## src/rtl/gang_pkg.sv

```systemverilog
package gang_pkg;
  localparam int LANES = 4;
  localparam int FW    = 2;  // width of group, position and width-class fields

  typedef enum logic [2:0] {
    LAY_QUAD_SINGLE = 3'd0,
    LAY_TWO_PAIR    = 3'd1,
    LAY_ONE_QUAD    = 3'd2,
    LAY_SS_PAIR     = 3'd3,
    LAY_TRIPLE_S    = 3'd4
  } layout_e;

  typedef struct packed {
    logic [FW-1:0] grp;
    logic [FW-1:0] pos;
    logic [FW-1:0] wcls;
  } lane_map_t;
endpackage

```

## src/rtl/gang_tmpl_decode.sv

```systemverilog
module gang_tmpl_decode
  import gang_pkg::*;
(
  input  logic [3:0] tmpl,
  output layout_e    lay,
  output logic       with_ctl,
  output logic       legal
);
  localparam logic [3:0] NUM_LAY = 4'd5;
  localparam logic [3:0] NUM_TPL = 4'd10;

  logic [3:0] idx;

  always_comb begin
    legal    = (tmpl < NUM_TPL);
    with_ctl = legal && (tmpl >= NUM_LAY);
    idx      = with_ctl ? (tmpl - NUM_LAY) : tmpl;
    lay      = legal ? layout_e'(idx[2:0]) : LAY_QUAD_SINGLE;
  end
endmodule

```

## src/rtl/gang_lane_map.sv

```systemverilog
module gang_lane_map
  import gang_pkg::*;
#(
  parameter int LANE = 0
) (
  input  layout_e   lay,
  output lane_map_t map
);
  always_comb begin
    map = '0;
    unique case (lay)
      LAY_QUAD_SINGLE: begin
        map.grp  = FW'(LANE);
        map.pos  = '0;
        map.wcls = 2'd0;
      end
      LAY_TWO_PAIR: begin
        map.grp  = FW'(LANE / 2);
        map.pos  = FW'(LANE % 2);
        map.wcls = 2'd1;
      end
      LAY_ONE_QUAD: begin
        map.grp  = '0;
        map.pos  = FW'(LANE);
        map.wcls = 2'd3;
      end
      LAY_SS_PAIR: begin
        if (LANE < 2) begin
          map.grp  = FW'(LANE);
          map.pos  = '0;
          map.wcls = 2'd0;
        end else begin
          map.grp  = 2'd2;
          map.pos  = FW'(LANE - 2);
          map.wcls = 2'd1;
        end
      end
      LAY_TRIPLE_S: begin
        if (LANE < 3) begin
          map.grp  = '0;
          map.pos  = FW'(LANE);
          map.wcls = 2'd2;
        end else begin
          map.grp  = 2'd1;
          map.pos  = '0;
          map.wcls = 2'd0;
        end
      end
      default: map = '0;
    endcase
  end
endmodule

```

## src/rtl/vliw_gang_decoder.sv

```systemverilog
module vliw_gang_decoder
  import gang_pkg::*;
#(
  parameter int OPW  = 8,
  parameter int CTLW = 8
) (
  input  logic                  clk,
  input  logic                  rst_n,
  input  logic                  bnd_valid,
  input  logic [3:0]            bnd_tmpl,
  input  logic [LANES*OPW-1:0]  bnd_ops,
  input  logic [CTLW-1:0]       bnd_ctl,
  output logic [LANES-1:0]      lane_en,
  output logic [LANES*FW-1:0]   lane_grp,
  output logic [LANES*FW-1:0]   lane_pos,
  output logic [LANES*FW-1:0]   lane_wcls,
  output logic [LANES*OPW-1:0]  lane_op,
  output logic                  ctl_vld,
  output logic [CTLW-1:0]       ctl_op,
  output logic                  bnd_illegal
);
  layout_e lay;
  logic    with_ctl, legal;

  gang_tmpl_decode u_tdec (
    .tmpl     (bnd_tmpl),
    .lay      (lay),
    .with_ctl (with_ctl),
    .legal    (legal)
  );

  // next-state signals
  logic                 load_fields;
  logic [LANES-1:0]     en_d;
  logic                 ill_d, cv_d;
  lane_map_t            map_d [LANES];
  logic [OPW-1:0]       op_d  [LANES];

  // registers
  logic [LANES-1:0]     en_q;
  logic                 ill_q, cv_q;
  lane_map_t            map_q [LANES];
  logic [OPW-1:0]       op_q  [LANES];
  logic [CTLW-1:0]      cop_q;

  always_comb begin
    load_fields = bnd_valid && legal;
    en_d        = load_fields ? '1 : '0;
    ill_d       = bnd_valid && !legal;
    cv_d        = load_fields && with_ctl;
  end

  for (genvar l = 0; l < LANES; l++) begin : g_lane
    logic [FW-1:0] head;

    gang_lane_map #(.LANE(l)) u_map (
      .lay (lay),
      .map (map_d[l])
    );

    always_comb begin
      head     = FW'(l) - map_d[l].pos;
      op_d[l]  = bnd_ops[head*OPW +: OPW];
    end

    always_ff @(posedge clk or negedge rst_n) begin
      if (!rst_n) begin
        map_q[l] <= '0;
        op_q[l]  <= '0;
      end else if (load_fields) begin
        map_q[l] <= map_d[l];
        op_q[l]  <= op_d[l];
      end
    end

    assign lane_grp [l*FW +: FW]   = map_q[l].grp;
    assign lane_pos [l*FW +: FW]   = map_q[l].pos;
    assign lane_wcls[l*FW +: FW]   = map_q[l].wcls;
    assign lane_op  [l*OPW +: OPW] = op_q[l];
  end

  always_ff @(posedge clk or negedge rst_n) begin
    if (!rst_n) begin
      en_q  <= '0;
      ill_q <= 1'b0;
      cv_q  <= 1'b0;
    end else begin
      en_q  <= en_d;
      ill_q <= ill_d;
      cv_q  <= cv_d;
    end
  end

  always_ff @(posedge clk or negedge rst_n) begin
    if (!rst_n)           cop_q <= '0;
    else if (load_fields) cop_q <= bnd_ctl;
  end

  assign lane_en     = en_q;
  assign bnd_illegal = ill_q;
  assign ctl_vld     = cv_q;
  assign ctl_op      = cop_q;

  // an illegal bundle never issues anything
  p_illegal_quiet_r9: assert property (@(posedge clk) disable iff (!rst_n)
    bnd_illegal |-> (lane_en == '0) && !ctl_vld);

  // one-cycle latency, idle cycle gives no issue
  p_idle_no_issue_r2: assert property (@(posedge clk) disable iff (!rst_n)
    !$past(bnd_valid) |-> (lane_en == '0) && !ctl_vld && !bnd_illegal);

  // control templates issue the control slot
  p_ctl_issue_r8: assert property (@(posedge clk) disable iff (!rst_n)
    ($past(bnd_valid) && ($past(bnd_tmpl) >= 4'd5) && ($past(bnd_tmpl) <= 4'd9)) |-> ctl_vld);

  // lane 0 always heads its group
  p_lane0_head_r10: assert property (@(posedge clk) disable iff (!rst_n)
    lane_en[0] |-> (lane_pos[FW-1:0] == '0));

  // descriptive fields hold without a legal bundle
  p_fields_hold_r11: assert property (@(posedge clk) disable iff (!rst_n)
    !$past(bnd_valid) |-> $stable(lane_grp) && $stable(lane_op) && $stable(ctl_op));
endmodule

```

## config.mk

```make
export PLATFORM = sky130hd
export DESIGN_NAME = vliw_gang_decoder
export DESIGN_NICKNAME = d
export VERILOG_FILES = /design/src/rtl/gang_pkg.sv /design/src/rtl/gang_tmpl_decode.sv /design/src/rtl/gang_lane_map.sv /design/src/rtl/vliw_gang_decoder.sv
export SDC_FILE = /design/constraint.sdc
export NUM_CORES = 1
export LEC_CHECK = 0
export BUFFER_PORTS_ARGS = -buffer_cell sky130_fd_sc_hd__buf_2
export CORE_UTILIZATION = 47
export DETAILED_ROUTE_END_ITERATION = 6
export PLACE_DENSITY = 0.77
export SLEW_MARGIN = 20
export SYNTH_ARGS = -nofsm -noshare
export SYNTH_HDL_FRONTEND = slang
export SYNTH_SLANG_ARGS = --single-unit
```

## constraint.sdc

```tcl
create_clock -name clk -period 1.1 [get_ports clk]
set_input_delay 0.055 -clock clk [delete_from_list [all_inputs] [get_ports clk]]
set_output_delay 0.055 -clock clk [all_outputs]
set_load 0.005 [all_outputs]
```

After elaboration in Yosys (flattened, before gate mapping)
Cells that the tools add are included.
{ "word_totals": {"word_cells": 49, "out_inout_bits": 70, "in_bits": 47, "reg_bits": 70} }
{ "classes": {"mux": 7, "n_lt_le_gt_ge": 2, "n_reduce_logical": 7, "n_addsub": 5, "eq_ne": 4, "shift": 4} }
{ "op_table": {"columns": ["cell", "count"], "rows": [
  ["$shiftx 32x6->8", 4],
  ["$pmux 6 s5", 2],
  ["$pmux 5 s4", 1],
  ["$eq 3x2->1 const B", 2],
  ["$mux 3", 2],
  ["$pmux 2 s3", 1],
  ["$ge 4x3->1 const B", 1],
  ["$logic_and 1x1->1", 4],
  ["$lt 4x4->1 const B", 1],
  ["$mux 4", 1],
  ["$sub 2x2->2 const A", 2],
  ["$eq 3x1->1 const B", 1],
  ["$eq 3x3->1 const B", 1],
  ["$logic_not 3->1", 1],
  ["$sub 3x3->3 const B", 1],
  ["$reduce_or 2->1", 1],
  ["$sub 1x2->2 const A", 1],
  ["$sub 1x2->2 const AB", 1],
  ["$logic_not 1->1", 1]
]} }

Depth between registers and ports, before layout
Gate-level depths: netlist of the first run.
{ "depth": {"depth_word": 9, "ltp_mapped": 11, "ltp_nobuf": 8} }

Modules after synthesis
A second synthesis of the first run with hierarchy kept.
{ "hier_totals": {"cells_unflattened": 245, "area_unflattened_um2": 3802.4} }
{ "by_module_without_submodules": {"columns": ["module", "area_per_inst_um2", "cells_each", "instances", "seq_area_each_um2"], "rows": [
  ["vliw_gang_decoder", 3413.3, 184, 1, 1676.6],
  ["gang_tmpl_decode", 162.7, 24, 1, 0.0],
  ["gang_lane_map at g_lane[1].u_map", 61.3, 10, 1, 0.0],
  ["gang_lane_map at g_lane[0].u_map", 58.8, 9, 1, 0.0],
  ["gang_lane_map at g_lane[2].u_map", 58.8, 10, 1, 0.0],
  ["gang_lane_map at g_lane[3].u_map", 47.5, 8, 1, 0.0]
]} }

Least setup slack after synthesis of the first run
OpenSTA, ideal clock, no wires.
{ "synth_timing": {"kind": "input -> register", "from": "input port bnd_tmpl[0]", "to": "register op_q, in the netlist lane_op[16]", "cell_stages": 11, "required_ps": 968, "n_path_buf": 3, "setup_slack_ps": -1071, "arrival_ps": 2039, "setup_ps": 132, "cell_sequence": "clkbuf_1 inv_1 ha_1 nand2b_2 a211oi_1 or3_1 buf_6 o31ai_2 buf_6 mux2i_1 o21ai_1"} }
{ "synth_between": {"elab_chain_cells": 8, "elab_cells_between_ends": 15, "classes_between": "2 x add/sub; 2 x order compare; 4 x eq/ne; 1 x shift; 3 x mux; 3 x reduce/logical"} }
{ "synth_rtl": {"columns": ["element", "line", "text"], "rows": [
  ["start: declaration", "vliw_gang_decoder.sv:10", "input logic [3:0] bnd_tmpl,"],
  ["$lt 4x4->1 / $ge 4x3->1 (equally long branches)", "gang_tmpl_decode.sv:15, gang_tmpl_decode.sv:16", null],
  ["$logic_and 1x1->1", "gang_tmpl_decode.sv:16", "with_ctl = legal && (tmpl >= NUM_LAY);"],
  ["$mux 3", "gang_tmpl_decode.sv:17", "idx = with_ctl ? (tmpl - NUM_LAY) : tmpl;"],
  ["$mux 3", "gang_tmpl_decode.sv:18", "lay = legal ? layout_e'(idx[2:0]) : LAY_QUAD_SINGLE;"],
  ["$eq 3x3->1 (tied with other cells)", "gang_lane_map.sv:11", "unique case (lay)"],
  ["$pmux 6 s5", "gang_lane_map.sv:11", null],
  ["$sub 2x2->2", "vliw_gang_decoder.sv:62", "head = FW'(l) - map_d[l].pos;"],
  ["$shiftx 32x6->8", "vliw_gang_decoder.sv:63", "op_d[l] = bnd_ops[head*OPW +: OPW];"],
  ["end signal: indexed assignment", "vliw_gang_decoder.sv:72", "op_q[l] <= op_d[l];"],
  ["end: declaration", "vliw_gang_decoder.sv:43", "logic [OPW-1:0] op_q [LANES];"]
]} }
Several ways; a longest one is shown, not always the timed one.
A chain may end at the register's enable or synchronous reset.

Worst setup path after layout of the first run
{ "layout_timing": {"from": "input port bnd_tmpl[0]", "to": "register op_q, in the netlist lane_op[11]"} }
{ "layout_between": {"elab_chain_cells": 9, "elab_cells_between_ends": 16, "classes_between": "2 x add/sub; 2 x order compare; 4 x eq/ne; 1 x shift; 3 x mux; 4 x reduce/logical"} }
{ "layout_rtl": {"columns": ["element", "line"], "rows": [
  ["$lt 4x4->1 / $ge 4x3->1 (equally long branches)", "gang_tmpl_decode.sv:15, gang_tmpl_decode.sv:16"],
  ["$logic_and 1x1->1", "gang_tmpl_decode.sv:16"],
  ["$mux 3", "gang_tmpl_decode.sv:17"],
  ["$mux 3", "gang_tmpl_decode.sv:18"],
  ["$eq 3x2->1 / $logic_not 3->1 (equally long branches)", "gang_lane_map.sv:11"],
  ["$reduce_or 2->1 (no source line)", null],
  ["$pmux 5 s4", "gang_lane_map.sv:11"],
  ["$sub 1x2->2", "vliw_gang_decoder.sv:62"],
  ["$shiftx 32x6->8", "vliw_gang_decoder.sv:63"]
]} }
Several ways; a longest one is shown, not always the timed one.

==> metrics.cfg, run 1 <==
[timing]
rsz0062_at_grt = true
setup-violations-final = 34
min_period_ns = 1.62
fmax_mhz = 617
hold_viol = 0
report.final.slew_viol_count = 0
fin_crit_sh_pct = 147
final.setup.tns_ns = -14.32
setup_ws_ns = -0.521
worst_clock_skew_ns = 0

[worst_hold_path]
hold_class = in2reg
hold_depth = 3
hold_end = lane_op[8]
worstHoldStart = bnd_ops[8]

[critical_path]
rr_worst_depth = 2
r2r_start = lane_op[28]
startpoint_type = input pin
rrSetupSlack_ns = 0.11
worstPathArrival_ns = 1.82
end_kind = flip-flop
critPathKind = in2reg
path_max_fanout = 9
reg2reg_to = lane_op[28]
required_ns = 1.30

[clock_tree]
cts_buffers = 5
clk_root_buffer_cell = clkbuf_8
clk_pin_slew_worst_paths_ns = 0.10
cts_max_path_buffers = 2
cts_sinks = 53
cts_tree = yes
h-tree-depth = 2
clk_latency_ns = 0.30

[logic_synthesis]
seq_area_frac_synth_pct = 50.7
post-synth-top-area-fraction_pct = 50.7
async_flop_share_pct = 100
ys_types = 40
ys_top_cells_by_count = 81 x nand2_1, 53 x dfrtp_1, 17 x buf_4, 16 x mux2i_1, 13 x o21ai_1
synthAdderAreaFrac_pct = 0.956
synth_top_family_by_area = simple AND/OR/NAND/NOR gates
synth_ff_type = dfrtp_1
yosys_register_bits = 53
yosys.area_share.simple_pct = 17.6
synth_compound_area_share_pct = 14.8
synth_xor_area_share_pct = 0.335
yosys_warnings = 0
synthCells = 273
yosys.area.top_type = dfrtp_1
synthMuxAreaShare_pct = 6.65
avgSynthCellArea_um2 = 9.58
syn-cell-area_um2 = 2620
synthTopCellsByArea = dfrtp_1 51%, nand2_1 12%, mux2i_1 6.1%
yosysMostFrequentCell = nand2_1
synth-edff-count = 0

[run]
cap_violations = 0

[placed_design]
routabilityCongestion = 0.853
dp_hpwl_um = 4910
port-buffer-count = 109

[detailed_routing]
drt_iter0_markers = 133
drt-total-wl_um = 7020
first_pass_iters = 4
vias = 2509
drcViolationCount = 0
via_per_inst = 5.09
ant_nets = 0
wl_per_cell_um = 14.2

[run_status]
status = finished, violations left
failed_checks = setup timing

[die]
row_count = 26
start_util_pct = 50.0
core_um2 = 5240
die_width_um = 76.6
pin_count = 117
die_y_um = 76.6
dieArea_um2 = 5870

[final_layout]
syn_to_final_growth_pct = 50.7
fillCellCount = 385
diodes = 0
drive_gt1_share_pct = 46.1
num-nets-final = 471

[grt]
gr-usage-met1_pct = 29.5
grt_max_degree = 54
grtUsageMet2_pct = 46.0
grt_overflow = 0
grt_pass1_wl_um = 11500
use_met3_pct = 4.43
top_usage_layer = met2
track_usage_pct = 25.0
grt_pass1_vias = 2460
antenna_found_initial = 0

[pwr]
power_frac_comb_pct = 30.9
p_sw_uw = 1560
powerDensity_nw_per_um2 = 1310
p_sw_share_pct = 30.2
total_power_uw = 5160
ir_drop_mv = 0.914
cellLeakagePower_uw = 0.00210
p_int_uw = 3610
p_clk_share_pct = 22.3
power_frac_seq_pct = 46.8

-- registers in the layout (all words and copies together) (netlist names) --
| name | cells |
|---|---|
| ctl_vld | 1 |
| ctl_op | 8 |
| lane_wcls | 3 |
| bnd_illegal | 1 |
| lane_pos | 3 |
| lane_grp | 4 |
| lane_op | 32 |
| lane_en | 1 |
-- cell type report --
class                      count  area, um2  share of cell area (%)
timing repair buffer         169       1110                    28.2
sequential                    53       1330                    33.6
clock inverter                 2       13.8                   0.349
multi-input combinational    188       1290                    32.8
inverter                       5       28.8                   0.730
clock buffer                   6       82.6                    2.09
tap                           70       87.6                    2.22
-- routing by layer --
layer / share of wire, % / vias up
li1: - / 1201
met1: 40 / 1202
met2: 53 / 94
met3: 5.4 / 12
met4: 1.7 / 0
met5: 0 / -
-- stage by stage --
stage / util [%] / worst slack, ns / cells / instance area, um2 / hold WS, ns
floorplan: - / -0.753 / 279 / 2720 / -0.241
global placement: 65.0 / -0.962 / 459 / 3400 / 0.0709
detailed placement: 65.0 / -1.03 / 459 / 3400 / 0.0727
CTS: 74.1 / -0.518 / 492 / 3880 / 0.00642
global route: 75.3 / -0.574 / 493 / 3940 / 0.00768
finish: 75.3 / -0.521 / 493 / 3940 / 0.00786
-- power by group through the flow --
stage	clock [uW]	sequential (uW)	combinational, uW
4_1_cts	1180	2410	1570
2_1_floorplan	0	2470	726
6_report	1150	2420	1600
3_3_place_gp	0	2440	1360
3_5_place_dp	0	2450	1400
5_1_grt	1250	2450	1750
-- cell usage in the layout, fill, tap and decap left out, types with 4 or more instances in the layout --
cell type      count
nand2_1           77
nor2_1             7
buf_2            107
a221o_1            8
dfrtp_1           53
buf_6              7
dlygate4sd3_1     18
o21ai_1           15
buf_4             33
conb_1             7
nand3_2            4
mux2i_1           13
a22o_1             8
clkbuf_8           6
-- worst max path at each step --
stage / slack (ns) / endpoint / cells past startpoint / startpoint
after floorplan: -0.75 / lane_op[16] / 11 / bnd_tmpl[0]
after detailed placement: -1.03 / lane_op[22] / 10 / bnd_tmpl[1]
after CTS: -0.52 / lane_op[22] / 10 / bnd_tmpl[0]
after global routing: -0.57 / lane_op[14] / 11 / bnd_tmpl[1]
final: -0.52 / lane_op[11] / 10 / bnd_tmpl[0]
after global placement: -0.96 / lane_op[26] / 9 / bnd_tmpl[1]
-- cell families after synthesis --
logic type / Yosys count
buffers and inverters: 38
and+or+nand+nor: 108
other: 1
muxes: 17
AOI/OAI and AO/OA: 53
DFF: 53
xor gates and xnor gates: 1
adders and majority gates: 2
-- repair_timing --
action | in CTS | in global routing
endpoints found under the setup margin | 34 | 51
hold buffers | 18 | 0
pin swaps | 8 | 11
buffers inserted | 6 | 4
gates cloned | 1 | 0
resized for setup | 30 | 22
endpoints found under the hold margin | 70 | 0
-- critical path, cell delays in order --
cell and delay [ns]:
buf_8 0.11, ha_4 0.15, nand2b_4 0.15, and3_4 0.17, or3_4 0.41, buf_6 0.14, mux2i_4 0.18, buf_12 0.16
mux2i_2 0.21, o21ai_1 0.07
Note: power is estimated with default switching activity, not from simulation.
==> inputs of run 2 (changes only) <==
Settings changed: CORE_MARGIN set to 2, MAX_ROUTING_LAYER set to met4.
==> run 2 against run 1 <==
- the flow still finishes with violations (setup timing)
- die area is 5.3% higher
- critical path depth is 1 higher
- utilization is 1.9 points lower
- clock-buffer cell count stayed put
- cell count is 1.6% higher
- critical endpoint is now lane_op[10]
- largest power group unchanged
- highest routed layer unchanged
==> metrics.cfg, run 2 (synthesis results as in run 1) <==
[clock_tree]
clk_pin_slew_worst_paths_ns = 0.10
clk_latency_ns = 0.30
cts_max_path_buffers = 2
clk_root_buffer_cell = clkbuf_8
cts_sinks = 53
h-tree-depth = 2
cts_buffers = 5
cts_tree = yes

[run_status]
failed_checks = setup timing
status = finished, violations left

[timing]
relSlewSlack_pct = 59.4
worst_slew_pin_slew_ns = 0.607
setup-violations-final = 34
fin_crit_sh_pct = 145
setup_ws_ns = -0.500
worst_clock_skew_ns = 0
rsz0062_at_grt = true
hold_viol = 0
min_period_ns = 1.60
report.final.slew_viol_count = 0
fmax_mhz = 625

[detailed_routing]
first_pass_iters = 4
via_per_inst = 5.02
drt-total-wl_um = 7670
routed.top_layer = met4
dr_wl_met3_um = 430
wl_per_cell_um = 15.3
drt_iter0_markers = 117
vias = 2516
drcViolationCount = 0
ant_nets = 0
wl_met2_um = 4030
drt-met1-wl_um = 3120

[pwr]
cellLeakagePower_uw = 0.00211
powerDensity_nw_per_um2 = 1300
ir_drop_mv = 0.679

[grt]
track_usage_pct = 25.1
grt_pass1_wl_um = 11600
grt_max_degree = 54
grt_overflow = 0
grt_pass1_vias = 2398
antenna_found_initial = 0

[final_layout]
drive_gt1_share_pct = 46.2
layout_commonest_cell = buf_2
syn_to_final_growth_pct = 52.7
diodes = 0
stdcell_count = 501
num-nets-final = 478
largest_register_ffs = 32
layout_common_cells = 107 x buf_2, 79 x nand2_1, 53 x dfrtp_1, 37 x buf_4, 19 x dlygate4sd3_1
final_area_um2 = 3990

[die]
start_util_pct = 48.1
pin_count = 117
core_um2 = 5440
die_width_um = 78.6
row_count = 27
dieArea_um2 = 6180
die_y_um = 78.6

[critical_path]
critPathKind = in2reg
rrSetupSlack_ns = 0.11
path_max_fanout = 10
startpoint_type = input pin
end_kind = flip-flop
worstPathArrival_ns = 1.80
required_ns = 1.30

[placed_design]
placed_cell_area_um2 = 3440
port-buffer-count = 109
dp_hpwl_um = 5160
routabilityCongestion = 0.830
dpl.cell_count = 466

[worst_hold_path]
hold_class = in2reg

[run]
cap_violations = 0

==> run 2: changes by cell type in the layout (fill, tap and decap cells not counted), moves of 2 or more <==
| cell | change |
|---|---|
| nand2_1 | +2 |
| nand3_1 | +2 |
| nand2_4 | -2 |
| buf_12 | +2 |
| nand3_2 | -2 |
| o21ai_0 | -2 |
| buf_4 | +4 |
==> run 2: report_power, final <==
group | internal (uW) | total, uW | leakage (uW) | switching [uW]
clock network | 499 | 1120 | 0.0000433 | 617
logic | 877 | 1650 | 0.00140 | 770
registers | 2250 | 2430 | 0.000661 | 180
==> run 2: repair_timing <==
| item | 4_1_cts | 5_1_grt |
|---|---|---|
| setup endpoints to repair | 34 | 44 |
| gates cloned | 2 | 0 |
| hold endpoints to repair | 71 | 0 |
| gates resized for setup | 30 | 20 |
| pin swaps | 5 | 9 |
| hold buffers | 19 | 0 |
| buffers inserted | 6 | 4 |
==> run 2: final cells by class <==
cell class | instances | area (um2)
tap | 72 | 90.1
inverter | 5 | 28.8
multi-input combinational | 188 | 1270
clock buffer | 6 | 82.6
clock inverter | 1 | 7.51
fill | 388 | 1450
sequential | 53 | 1330
timing repair buffer | 176 | 1190
==> run 2: final timing paths <==
path | from | endpoint | cells after the start
min in group asynchronous | rst_n | lane_pos[2] | 3
hold / removal | bnd_ops[9] | lane_op[9] | 3
setup reg to reg | lane_op[31] | lane_op[31] | 2
max in group asynchronous | rst_n | lane_op[5] | 3
setup / recovery | bnd_tmpl[1] | lane_op[10] | 11
hold reg to reg | ctl_op[4] | ctl_op[4] | 2
==> run 2: metrics by stage <==
stage	setup TNS [ns]	total power [uW]	hold WS, ns	util [%]	setup WS [ns]
detailed placement	-35.69	3870	0.0695	63.3	-1.03
global placement	-33.92	3820	0.0714	63.3	-0.956
finish	-13.61	5190	0.0143	73.4	-0.500
global route	-15.16	5470	0.00352	73.4	-0.566
CTS	-14.79	5160	0.0136	72.4	-0.545
floorplan	-22.45	3200	-0.241	-	-0.753
==> run 2: per-layer routing <==
metal  up-vias  GRT usage, %
li1       1210             -
met3         8          4.71
met4         0          6.84
met2        83          44.3
met1      1215          29.3
met5         -             -
==> run 2: critical path, stage by stage <==
cell	delay (ns)
buf_8	0.08
inv_6	0.04
ha_4	0.14
nand2b_4	0.14
and3_4	0.17
or3_4	0.37
buf_12	0.14
mux2i_4	0.18
buf_12	0.17
mux2i_1	0.22
o21ai_1	0.07
